===== src/rtl/xcvr_mode_pkg.sv =====
// Shared types for the transceiver power-state sequencer.
// Assumes a two-bit state code that is visible at the block boundary.
package xcvr_mode_pkg;

    typedef enum logic [1:0] {
        MODE_FAILSAFE = 2'd0,
        MODE_NORMAL   = 2'd1,
        MODE_SILENT   = 2'd2,
        MODE_SLEEP    = 2'd3
    } xcvr_mode_e;

    typedef struct packed {
        logic reg_en;
        logic inh_en;
        logic wdg_en;
        logic tx_en;
        logic rx_en;
    } xcvr_ctrl_t;

    // Map a state to the enables it grants.
    function automatic xcvr_ctrl_t mode_to_ctrl(input xcvr_mode_e m);
        xcvr_ctrl_t c;
        c = '0;
        case (m)
            MODE_FAILSAFE: begin
                c.reg_en = 1'b1;
                c.inh_en = 1'b1;
                c.wdg_en = 1'b1;
            end
            MODE_NORMAL: begin
                c.reg_en = 1'b1;
                c.inh_en = 1'b1;
                c.wdg_en = 1'b1;
                c.tx_en  = 1'b1;
                c.rx_en  = 1'b1;
            end
            MODE_SILENT: begin
                c.reg_en = 1'b1;
            end
            default: c = '0;
        endcase
        return c;
    endfunction

endpackage


===== src/rtl/xcvr_wake_filter.sv =====
// Wake qualifier: gives a one-cycle event once the pin has moved to its
// active level while armed and then stayed there for DB_CYC samples in a row,
// the first active sample included. A pin already active when arming
// begins must first return to its inactive level. Assumes pin_i is synchronous.
module xcvr_wake_filter #(
    parameter bit          ACT_HIGH = 1'b0,
    parameter int unsigned DB_CYC   = 3500
) (
    input  logic clk,
    input  logic rst_n,
    input  logic armed_i,
    input  logic pin_i,
    output logic event_o
);
    localparam int unsigned CW = $clog2(DB_CYC + 1);
    localparam logic [CW-1:0] LAST = CW'(DB_CYC - 1);

    logic          act;
    logic          act_q;
    logic          run_q;
    logic [CW-1:0] cnt_q;
    logic [CW-1:0] k;
    logic          start;
    logic          cont;

    // Qualify the pin level and find the first active sample.
    always_comb begin
        act     = (pin_i == ACT_HIGH);
        start   = armed_i & act & ~act_q;
        cont    = armed_i & act & run_q;
        k       = start ? '0 : cnt_q;
        event_o = (start | cont) && (k == LAST);
    end

    // Track the previous level and count the active run.
    always_ff @(posedge clk) begin
        if (!rst_n) begin
            act_q <= 1'b1;
            run_q <= 1'b0;
            cnt_q <= '0;
        end else begin
            act_q <= act;
            if ((start | cont) && !event_o) begin
                run_q <= 1'b1;
                cnt_q <= k + 1'b1;
            end else begin
                run_q <= 1'b0;
                cnt_q <= '0;
            end
        end
    end

    // a qualified wake is a single pulse and needs the pin still active.
    assert_wake_pulse_single_R7: assert property (@(posedge clk) disable iff (!rst_n)
        event_o |=> !event_o);
    assert_wake_level_held_R8: assert property (@(posedge clk) disable iff (!rst_n)
        (event_o && DB_CYC > 1) |-> (act && act_q));

endmodule


===== src/rtl/xcvr_lp_select.sv =====
// Low-power target selector: while the sequencer is active, a fall of enable
// opens a window of WIN_CYC samples. A low transmit-data sample inside the
// window requests deep power-down at once. A window that closes with data
// high requests quiet mode. A return of enable abandons the window.
module xcvr_lp_select #(
    parameter int unsigned WIN_CYC = 160
) (
    input  logic clk,
    input  logic rst_n,
    input  logic active_i,
    input  logic en_i,
    input  logic txd_i,
    output logic go_sleep_o,
    output logic go_silent_o
);
    localparam int unsigned CW = $clog2(WIN_CYC + 1);
    localparam logic [CW-1:0] LAST = CW'(WIN_CYC - 1);

    logic          en_q;
    logic [CW-1:0] cnt_q;
    logic          fall;
    logic          live;
    logic [CW-1:0] k;

    // Decode the window position and the two requests.
    always_comb begin
        fall        = en_q & ~en_i;
        k           = fall ? '0 : cnt_q;
        live        = active_i & ~en_i & (fall | (cnt_q != '0));
        go_sleep_o  = live & ~txd_i;
        go_silent_o = live & txd_i & (k == LAST);
    end

    // Remember enable and advance the window position.
    always_ff @(posedge clk) begin
        if (!rst_n) begin
            en_q  <= 1'b0;
            cnt_q <= '0;
        end else begin
            en_q <= en_i;
            if (live && !go_sleep_o && !go_silent_o) begin
                cnt_q <= k + 1'b1;
            end else begin
                cnt_q <= '0;
            end
        end
    end

    // a quiet request after the first sample means data was high a cycle ago.
    assert_quiet_after_high_data_R3: assert property (@(posedge clk) disable iff (!rst_n)
        (go_silent_o && cnt_q != '0) |-> $past(txd_i));

endmodule


===== src/rtl/xcvr_mode_fsm.sv =====
// Four-state power sequencer. The reset indication has top priority in the
// active and quiet states, is ignored in deep power-down, and holds the
// block in protected start-up. Wake events always lead to protected start-up.
module xcvr_mode_fsm
    import xcvr_mode_pkg::*;
(
    input  logic       clk,
    input  logic       rst_n,
    input  logic       en_i,
    input  logic       rst_ind_i,
    input  logic       go_sleep_i,
    input  logic       go_silent_i,
    input  logic       wake_any_i,
    output xcvr_mode_e mode_o
);
    xcvr_mode_e st_q;
    xcvr_mode_e st_d;

    // Pick the next state.
    always_comb begin
        st_d = st_q;
        case (st_q)
            MODE_FAILSAFE: if (!rst_ind_i && en_i) st_d = MODE_NORMAL;
            MODE_NORMAL: begin
                if (rst_ind_i)        st_d = MODE_FAILSAFE;
                else if (go_sleep_i)  st_d = MODE_SLEEP;
                else if (go_silent_i) st_d = MODE_SILENT;
            end
            MODE_SILENT: begin
                if (rst_ind_i || wake_any_i) st_d = MODE_FAILSAFE;
                else if (en_i)               st_d = MODE_NORMAL;
            end
            default: if (wake_any_i) st_d = MODE_FAILSAFE;
        endcase
    end

    // Hold the state register.
    always_ff @(posedge clk) begin
        if (!rst_n) st_q <= MODE_FAILSAFE;
        else        st_q <= st_d;
    end

    assign mode_o = st_q;

    assert_reset_leaves_active_R4: assert property (@(posedge clk) disable iff (!rst_n)
        (st_q == MODE_NORMAL && rst_ind_i) |=> (st_q == MODE_FAILSAFE));
    assert_active_held_R1: assert property (@(posedge clk) disable iff (!rst_n)
        (st_q == MODE_NORMAL && en_i && !rst_ind_i) |=> (st_q == MODE_NORMAL));
    assert_quiet_needs_en_low_R2: assert property (@(posedge clk) disable iff (!rst_n)
        (st_q == MODE_SILENT && $past(st_q) == MODE_NORMAL) |-> !$past(en_i));
    assert_deep_exit_by_wake_R7: assert property (@(posedge clk) disable iff (!rst_n)
        (st_q == MODE_FAILSAFE && $past(st_q) == MODE_SLEEP) |-> $past(wake_any_i));
    assert_deep_ignores_reset_R5: assert property (@(posedge clk) disable iff (!rst_n)
        (st_q == MODE_SLEEP && !wake_any_i) |=> (st_q == MODE_SLEEP));

endmodule


===== src/rtl/xcvr_mode_ctrl.sv =====
// Top of the transceiver power-state sequencer. It joins the low-power
// selector, the two wake qualifiers (local pin active low, ignition pin
// active high) and the state machine, then decodes the enables.
// Assumes all pins are already synchronous to clk.
module xcvr_mode_ctrl
    import xcvr_mode_pkg::*;
#(
    parameter int unsigned SEL_WIN_CYC  = 160,
    parameter int unsigned LOCAL_DB_CYC = 3500,
    parameter int unsigned IGN_DB_CYC   = 8000
) (
    input  logic       clk,
    input  logic       rst_n,
    input  logic       en_i,
    input  logic       txd_i,
    input  logic       wake_n_i,
    input  logic       ign_i,
    input  logic       rst_ind_i,
    output logic       reg_en_o,
    output logic       inh_en_o,
    output logic       wdg_en_o,
    output logic       tx_en_o,
    output logic       rx_en_o,
    output logic [1:0] mode_o
);
    localparam int unsigned NWAKE = 2;

    xcvr_mode_e       mode;
    xcvr_ctrl_t       ctrl;
    logic             armed;
    logic             active;
    logic             go_sleep;
    logic             go_silent;
    logic [NWAKE-1:0] wake_raw;
    logic [NWAKE-1:0] wake_evt;

    // Gate the filters and the selector by the current state.
    always_comb begin
        armed    = (mode == MODE_SILENT) || (mode == MODE_SLEEP);
        active   = (mode == MODE_NORMAL);
        wake_raw = {ign_i, wake_n_i};
    end

    for (genvar g = 0; g < NWAKE; g++) begin : g_wake
        localparam bit          ACT = (g == 1);
        localparam int unsigned DB  = (g == 0) ? LOCAL_DB_CYC : IGN_DB_CYC;
        xcvr_wake_filter #(
            .ACT_HIGH (ACT),
            .DB_CYC   (DB)
        ) u_filt (
            .clk     (clk),
            .rst_n   (rst_n),
            .armed_i (armed),
            .pin_i   (wake_raw[g]),
            .event_o (wake_evt[g])
        );
    end

    xcvr_lp_select #(
        .WIN_CYC (SEL_WIN_CYC)
    ) u_sel (
        .clk         (clk),
        .rst_n       (rst_n),
        .active_i    (active),
        .en_i        (en_i),
        .txd_i       (txd_i),
        .go_sleep_o  (go_sleep),
        .go_silent_o (go_silent)
    );

    xcvr_mode_fsm u_fsm (
        .clk         (clk),
        .rst_n       (rst_n),
        .en_i        (en_i),
        .rst_ind_i   (rst_ind_i),
        .go_sleep_i  (go_sleep),
        .go_silent_i (go_silent),
        .wake_any_i  (|wake_evt),
        .mode_o      (mode)
    );

    // Decode the enables from the state.
    always_comb begin
        ctrl     = mode_to_ctrl(mode);
        reg_en_o = ctrl.reg_en;
        inh_en_o = ctrl.inh_en;
        wdg_en_o = ctrl.wdg_en;
        tx_en_o  = ctrl.tx_en;
        rx_en_o  = ctrl.rx_en;
        mode_o   = mode;
    end

    // the load switch is never on without the regulator.
    assert_switch_needs_supply_R1: assert property (@(posedge clk) disable iff (!rst_n)
        inh_en_o |-> reg_en_o);

endmodule


===== config.mk =====
export PLATFORM = sky130hd
export DESIGN_NAME = xcvr_mode_ctrl
export DESIGN_NICKNAME = d
export VERILOG_FILES = /design/src/rtl/xcvr_mode_pkg.sv /design/src/rtl/xcvr_wake_filter.sv /design/src/rtl/xcvr_lp_select.sv /design/src/rtl/xcvr_mode_fsm.sv /design/src/rtl/xcvr_mode_ctrl.sv
export SDC_FILE = /design/constraint.sdc
export NUM_CORES = 1
export LEC_CHECK = 0
export ABC_CLOCK_PERIOD_IN_PS = 3000
export BUFFER_PORTS_ARGS = -buffer_cell sky130_fd_sc_hd__buf_4
export CORE_MARGIN = 5
export CORE_UTILIZATION = 45
export CTS_BUF_LIST = sky130_fd_sc_hd__clkbuf_4
export CTS_CLUSTER_SIZE = 20
export DETAILED_ROUTE_END_ITERATION = 6
export PLACE_DENSITY = 0.62
export SYNTH_ARGS = -nofsm -noshare
export SYNTH_HDL_FRONTEND = slang
export SYNTH_SLANG_ARGS = --single-unit

===== constraint.sdc =====
create_clock -name clk -period 3 [get_ports clk]
set_input_delay 0.3 -clock clk [delete_from_list [all_inputs] [get_ports clk]]
set_output_delay 0.3 -clock clk [all_outputs]
set_load 0.03 [all_outputs]

==> results of run 1 <==
-- cells by family (layout without fill, tap and decap cells) --
| family | count (synthesis) | count (layout) | share of synthesized area, % |
|---|---|---|---|
| fa+ha+maj | 8 | 8 | 5.148 |
| compound gates | 19 | 19 | 7.594 |
| xor+xnor | 26 | 26 | 11.71 |
| flops | 40 | 40 | 41.18 |
| simple gates | 118 | 118 | 31.85 |
| buf+inv | 10 | 33 | 2.510 |
-- report_power, final --
group	total (mW)	internal (mW)	switching [mW]
clock network	0.352	0.184	0.168
registers	0.559	0.546	0.0132
logic	0.273	0.108	0.165
-- repair_timing --
action / in CTS / in global routing
gates resized for setup: 0 / 5
endpoints found under the hold margin: 0 / 0
setup endpoints to repair: 0 / 2
-- worst max path at each step --
stage | endpoint | slack, ps
6_report | u_fsm.mode_o[0] | 180
5_1_grt | u_fsm.mode_o[0] | 20
4_1_cts | u_fsm.mode_o[0] | 110
3_5_place_dp | u_fsm.mode_o[0] | 150
3_3_place_gp | u_fsm.mode_o[0] | 220
2_1_floorplan | u_fsm.mode_o[0] | 10
-- through the flow --
step,cell area [µm²],std cells,hold WS (ps)
6_report,2217,296,138.7
3_3_place_gp,2122,288,495.2
3_5_place_dp,2122,288,491.0
5_1_grt,2217,296,107.9
4_1_cts,2202,296,119.1
2_1_floorplan,1944,221,361.9
-- worst max-delay path: stages, from the launching register on --
cell       delay (ps)
dfxtp_4           390
inv_1              60
ha_1              230
o21ai_2           120
or2_2             140
and2_1            150
ha_2              200
and4_4            240
o2111ai_2         150
o32ai_2           310
nor2_1            110
or4b_1            500
a21oi_1           150
-- area by class of cell --
class / instances / area share (%)
clock buffer: 6 / 2.032
clock inverter: 2 / 1.580
inverter: 7 / 1.185
multi-input combinational: 171 / 49.89
sequential: 40 / 36.29
tap: 52 / 2.935
timing repair buffer: 18 / 6.095
-- state kept, by name, indices dropped and copies added, names as in the netlist --
| name | cells |
|---|---|
| g_wake.u_filt.act_q | 2 |
| g_wake.u_filt.cnt_q | 25 |
| g_wake.u_filt.run_q | 2 |
| u_fsm.mode_o | 2 |
| u_sel.cnt_q | 8 |
| u_sel.en_q | 1 |
-- cell usage after synthesis (4+ instances only) --
cell | count | area, µm²
ha_1 | 8 | 100.1
o21ai_0 | 5 | 25.02
nor3_1 | 5 | 25.02
nor2b_1 | 4 | 25.02
nand2b_1 | 4 | 25.02
xnor2_1 | 7 | 61.31
nand2_1 | 19 | 71.32
and2_1 | 10 | 62.56
dfxtp_1 | 40 | 800.8
nor2_1 | 36 | 135.1
xor2_1 | 19 | 166.4
inv_1 | 7 | 26.28
nand3_1 | 15 | 75.07
-- layout by cell type (no fill, tap or decap), types with 2 or more instances in the layout --
master	synthesis	routed
a21oi_1	3	3
and2_1	10	10
and3_1	3	3
and4_1	3	2
buf_4	3	18
clkbuf_4	0	6
dfxtp_1	40	39
ha_1	8	7
inv_1	7	7
nand2_1	19	19
nand2b_1	4	4
nand3_1	15	15
nor2_1	36	36
nor2b_1	4	4
nor3_1	5	5
nor4bb_1	2	2
o2111ai_1	3	2
o21ai_0	5	5
or2_2	3	3
or3_1	3	3
xnor2_1	7	7
xor2_1	19	19
-- per-layer routing --
layer | track usage, % | wire, µm | up-vias
met5 | 0 | 0 | -
met2 | 23.01 | 1722 | 8
met3 | 5.013 | 92 | 5
li1 | - | - | 797
met4 | 4.660 | 46 | 0
met1 | 16.92 | 1707 | 685
==> impl_results.md, run 1 <==
- Outcome: completed
- Die X: ~76 µm
- Hold_buf cts: 0
- Gr ovfl total: 0
- Clock sink count: 40
- Fin. max-slew vios: 0
- Max-cap check violation count: 0
- NumNets Final: 258
- Drt first pass iters: 5
- Largest net degree at the start of global routing: 13
- Leakage power: 0.7919 nW
- CP Class: reg2reg
- Fmax: roughly 0.36 GHz
- Initial antenna violation count: 0
- Placer's final routability congestion estimate: about 0.77
- Routed via count: about 1500
- Final period util: 93.87%
- Fillcell total: roughly 420
- I/O pins: 14
- Final setup viols: 0
- Clock-pin slew on the worst setup and hold paths: between 100 and 150 ps
- Routed wire length: around 3600 µm
- CTS Root Buffer Type: clkbuf_4
- Worst EP arrival: 3090 ps
- Util after Layout: slightly above 50%
- Setup Fix Bufs, Post-CTS: 0
- H-tree level count: 2
- Synth-to-Final Area Change: 14.03%
- Total power: ~1.2 mW
- Post-DP HPWL: roughly 2700 µm
- Critical path endpoint category: register
- Sequential area share after synthesis: between 40% and 50%
- Post-Route Skew: ~5.7 ps
- GRT Util Overall: between 10% and 20%
- Rows: 24
- Hold Crit Depth: 2
- Hold path endpoint: g_wake[0].u_filt.act_q
- Area of the multi-input gates: roughly 1100 µm²
- Least-Margin Pin Slew: about 520 ps
- Crit path max fanout: 6
- R2R cell count: 12
- First-pass GRT wire length: 6147 µm
- Dpl ws: 146.3 ps
- Worst skew pair latency: approximately 340 ps
- Pwr Density: between 500 and 600 nW/µm²
- Hold path start: wake_n_i
- Ant. Diodes: 0
- Critical path startpoint category: register
- CTS buffer count: 5
- Peak VDD IR: between 0.3 and 0.4 mV
- Worst path required time: 3270 ps
- Synth unique cells: 40
- Hold WC Path Type: in2reg
- Syn Inst Count: between 200 and 250
- RSZ-0062 raised after global routing: false
- Headroom to the max-slew limit: between 60 and 70%
- Sequential cell area: a little over 800 µm²
- Origin of the worst setup path: u_fsm.mode_o[0]
- Post-route setup slack: between 150 and 200 ps
- Starting Density: around 46%
- Setup TNS: 0 ps
- Remaining DRCs: 0
- Cell Area, Synth: between 1500 and 2000 µm²
- Ys async rst share: 0%
- Max clock buf depth: 2
- Synth warn: 0
- Post-synth top flop: dfxtp_1
- Wire length per cell: 12.06 µm
- Synthesized flop and latch total: 40
- Final hold violation count: 0
- Crit path time final: ~2800 ps
- Post-Syn Area per Cell: approximately 8.8 µm²
- Post-Syn Nets: ~240
- Worst r2r dst: u_fsm.mode_o[0]
- Core Region: 4264 µm²
- Die Span Y: approximately 76 µm
- Number of global-route vias before repair: 1455
- CTS tree: done
- DR vias/cell: between 5 and 6
- Post-synth EDFFs: 0
- Register-to-register setup slack: around 180 ps
- Iteration-0 DRC count of the detailed router: 22
- Fraction of layout cells with a size suffix above 1: between 10% and 20%
- Antenna-violating nets left: 0
- PortBufs: 13
- Die ar.: roughly 5700 µm²
- Worst reg2reg startpoint: u_fsm.mode_o[0]
Note: power is estimated with default switching activity, not from simulation.
==> inputs of run 2 (changes only) <==
--- a/config.mk
+++ b/config.mk
@@ -7,12 +7,14 @@
 export LEC_CHECK = 0
 export ABC_CLOCK_PERIOD_IN_PS = 3000
 export BUFFER_PORTS_ARGS = -buffer_cell sky130_fd_sc_hd__buf_4
+export CELL_PAD_IN_SITES_DETAIL_PLACEMENT = 1
+export CELL_PAD_IN_SITES_GLOBAL_PLACEMENT = 2
 export CORE_MARGIN = 5
-export CORE_UTILIZATION = 45
+export CORE_UTILIZATION = 38
 export CTS_BUF_LIST = sky130_fd_sc_hd__clkbuf_4
 export CTS_CLUSTER_SIZE = 20
 export DETAILED_ROUTE_END_ITERATION = 6
-export PLACE_DENSITY = 0.62
+export PLACE_DENSITY = 0.8
 export SYNTH_ARGS = -nofsm -noshare
 export SYNTH_HDL_FRONTEND = slang
 export SYNTH_SLANG_ARGS = --single-unit
==> run 2 against run 1 <==
Net effect: cell count is 6.8% higher; first-iteration DRC count grew 55%; setup slack got worse by 23 ps; hold slack improved by 10 ps; sequential share of layout area fell by 0.68 points; wire length up 21%; sequential power about the same; sequential cell count did not move; die area increased by 16%; clock power shrank 25%; via count is 4.2% higher; largest cell class unchanged; core utilization shrank 7.2 points.
==> impl_results.md, run 2 (same netlist as run 1, synthesis figures left out) <==
- Outcome: completed
- Post-Route Skew: ~15 ps
- Worst path most repeated cell: ha_2
- Final period util: 94.66%
- Die X: just over 80 µm
- Buffers & Inverters on Critical Path: 1
- Core Region: slightly above 5000 µm²
- Leakage power: roughly 0.79 nW
- Peak VDD IR: about 0.17 mV
- Max reg flops: 25
- Remaining DRCs: 0
- Drt first pass iters: 4
- Antenna-violating nets left: 0
- Wire length per cell: about 14 µm
- Ant. Diodes: 0
- Number of global-route vias before repair: 1527
- Gr ovfl total: 0
- Synth-to-Final Area Change: 16.22%
- Slowest cell on the critical path: or4b_4
- DR vias/cell: 4.930
- Rows: 26
- Finished Layout Cells: 316
- Max clock buf depth: 2
- Cell family with most CP delay: simple AND/OR/NAND/NOR gates
- Least-Margin Pin Slew: about 520 ps
- Util after Layout: between 40 and 50%
- Worst path required time: 3290 ps
- NumNets Final: 261
- Die Span Y: about 80 µm
- Fillcell total: 615
- Iteration-0 DRC count of the detailed router: 34
- Routed wire length: 4323 µm
- Crit path max fanout: 5
- Hold Crit Depth: 2
- CTS tree: done
- I/O pins: 14
- H-tree level count: 2
- Placed Area: approximately 2100 µm²
- PortBufs: 13
- GRT Util Overall: between 10% and 20%
- Fmax: approximately 0.35 GHz
- Placed cells: roughly 310
- Headroom to the max-slew limit: roughly 65%
- Biggest register: g_wake.u_filt.cnt_q
- Critical path startpoint category: register
- R2R cell count: 12
- Die ar.: roughly 6600 µm²
- Fin. max-slew vios: 0
- Hold_buf cts: 0
- CTS buffer count: 5
- CP peak stage delay: 520 ps
- Hold WC Path Type: in2reg
- CP Class: reg2reg
- Pwr Density: ~500 nW/µm²
- Worst skew pair latency: about 340 ps
- Placer's final routability congestion estimate: roughly 0.75
- Final hold violation count: 0
- Final setup viols: 0
- Fin Hold WS: 148.9 ps
- Clock-pin slew on the worst setup and hold paths: ~120 ps
- Worst EP arrival: around 3100 ps
- Clock sink count: 40
- Starting Density: between 30 and 40%
- Design area: ~2300 µm²
- Critical path endpoint category: register
- Most frequent cells in the layout: dfxtp_1 (39), nor2_1 (35), buf_4 (21)
- Max-cap check violation count: 0
- Biggest regs: g_wake.u_filt.cnt_q (25), u_sel.cnt_q (8)
- Routed via count: 1558
- Initial antenna violation count: 0
- CP Cell Sequence: inv_1, ha_2, o21ai_2, or2_4, and2_1, ha_2, and4_4, o2111ai_2, o32ai_2, nor2_2, or4b_4, a21oi_2
- Largest net degree at the start of global routing: 12
- Levels on crit path: 12
- Post-DP HPWL: about 3200 µm
- Commonest non-fill, non-tap cell in the layout: dfxtp_1
- First-pass GRT wire length: approximately 7000 µm
- Fraction of layout cells with a size suffix above 1: a little under a fifth
- Crit path time final: approximately 2800 ps
- CTS Root Buffer Type: clkbuf_4
[run 2: cell types whose count changed in the layout (fill, tap and decap cells not counted), sizes merged]
cell    before  now
buf         18   21
bufinv       1    0
[run 2: routing by layer]
layer	vias up	wire, µm	global-route usage (%)
li1	800	-	-
met4	0	65	5.068
met2	14	2108	22.88
met3	7	87	2.961
met1	737	2062	17.54
met5	-	0	0
[run 2: report_power, final]
group          internal [mW]  total [mW]  switching [mW]
registers              0.546       0.558          0.0120
clock network         0.0956       0.263           0.167
logic                  0.127       0.305           0.178
[run 2: layout make-up]
| class | instances | area [µm²] | share of cell area [%] |
|---|---|---|---|
| clock inverters | 1 | 5.005 | 0.2215 |
| multi-input cells | 171 | 1134 | 50.17 |
| clock buffers | 6 | 45.04 | 1.993 |
| well taps | 70 | 87.58 | 3.876 |
| inverters | 7 | 26.28 | 1.163 |
| repair buffers | 21 | 157.7 | 6.977 |
| flip-flops and latches | 40 | 804.5 | 35.60 |
[run 2: repair_timing]
item	CTS	global route
resized for setup	0	12
setup endpoints to repair	0	11
buffers inserted	0	3
[run 2: metrics by stage]
step	TNS (ps)	power, mW	worst slack [ps]
5_1_grt	-99.13	1.193	-52.21
6_report	0	1.125	160.3
4_1_cts	0	1.113	70.86
2_1_floorplan	0	0.7659	9.786
3_5_place_dp	0	0.8449	110.5
3_3_place_gp	0	0.8441	182.8
[run 2: worst paths after layout]
check,startpoint,endpoint,slack (ps)
min reg2reg,g_wake[1].u_filt.cnt_q[11],g_wake[1].u_filt.cnt_q[11],530
max reg2reg,u_fsm.mode_o[0],u_fsm.mode_o[0],160
min,wake_n_i,g_wake[0].u_filt.act_q,150
max,u_fsm.mode_o[0],u_fsm.mode_o[0],160
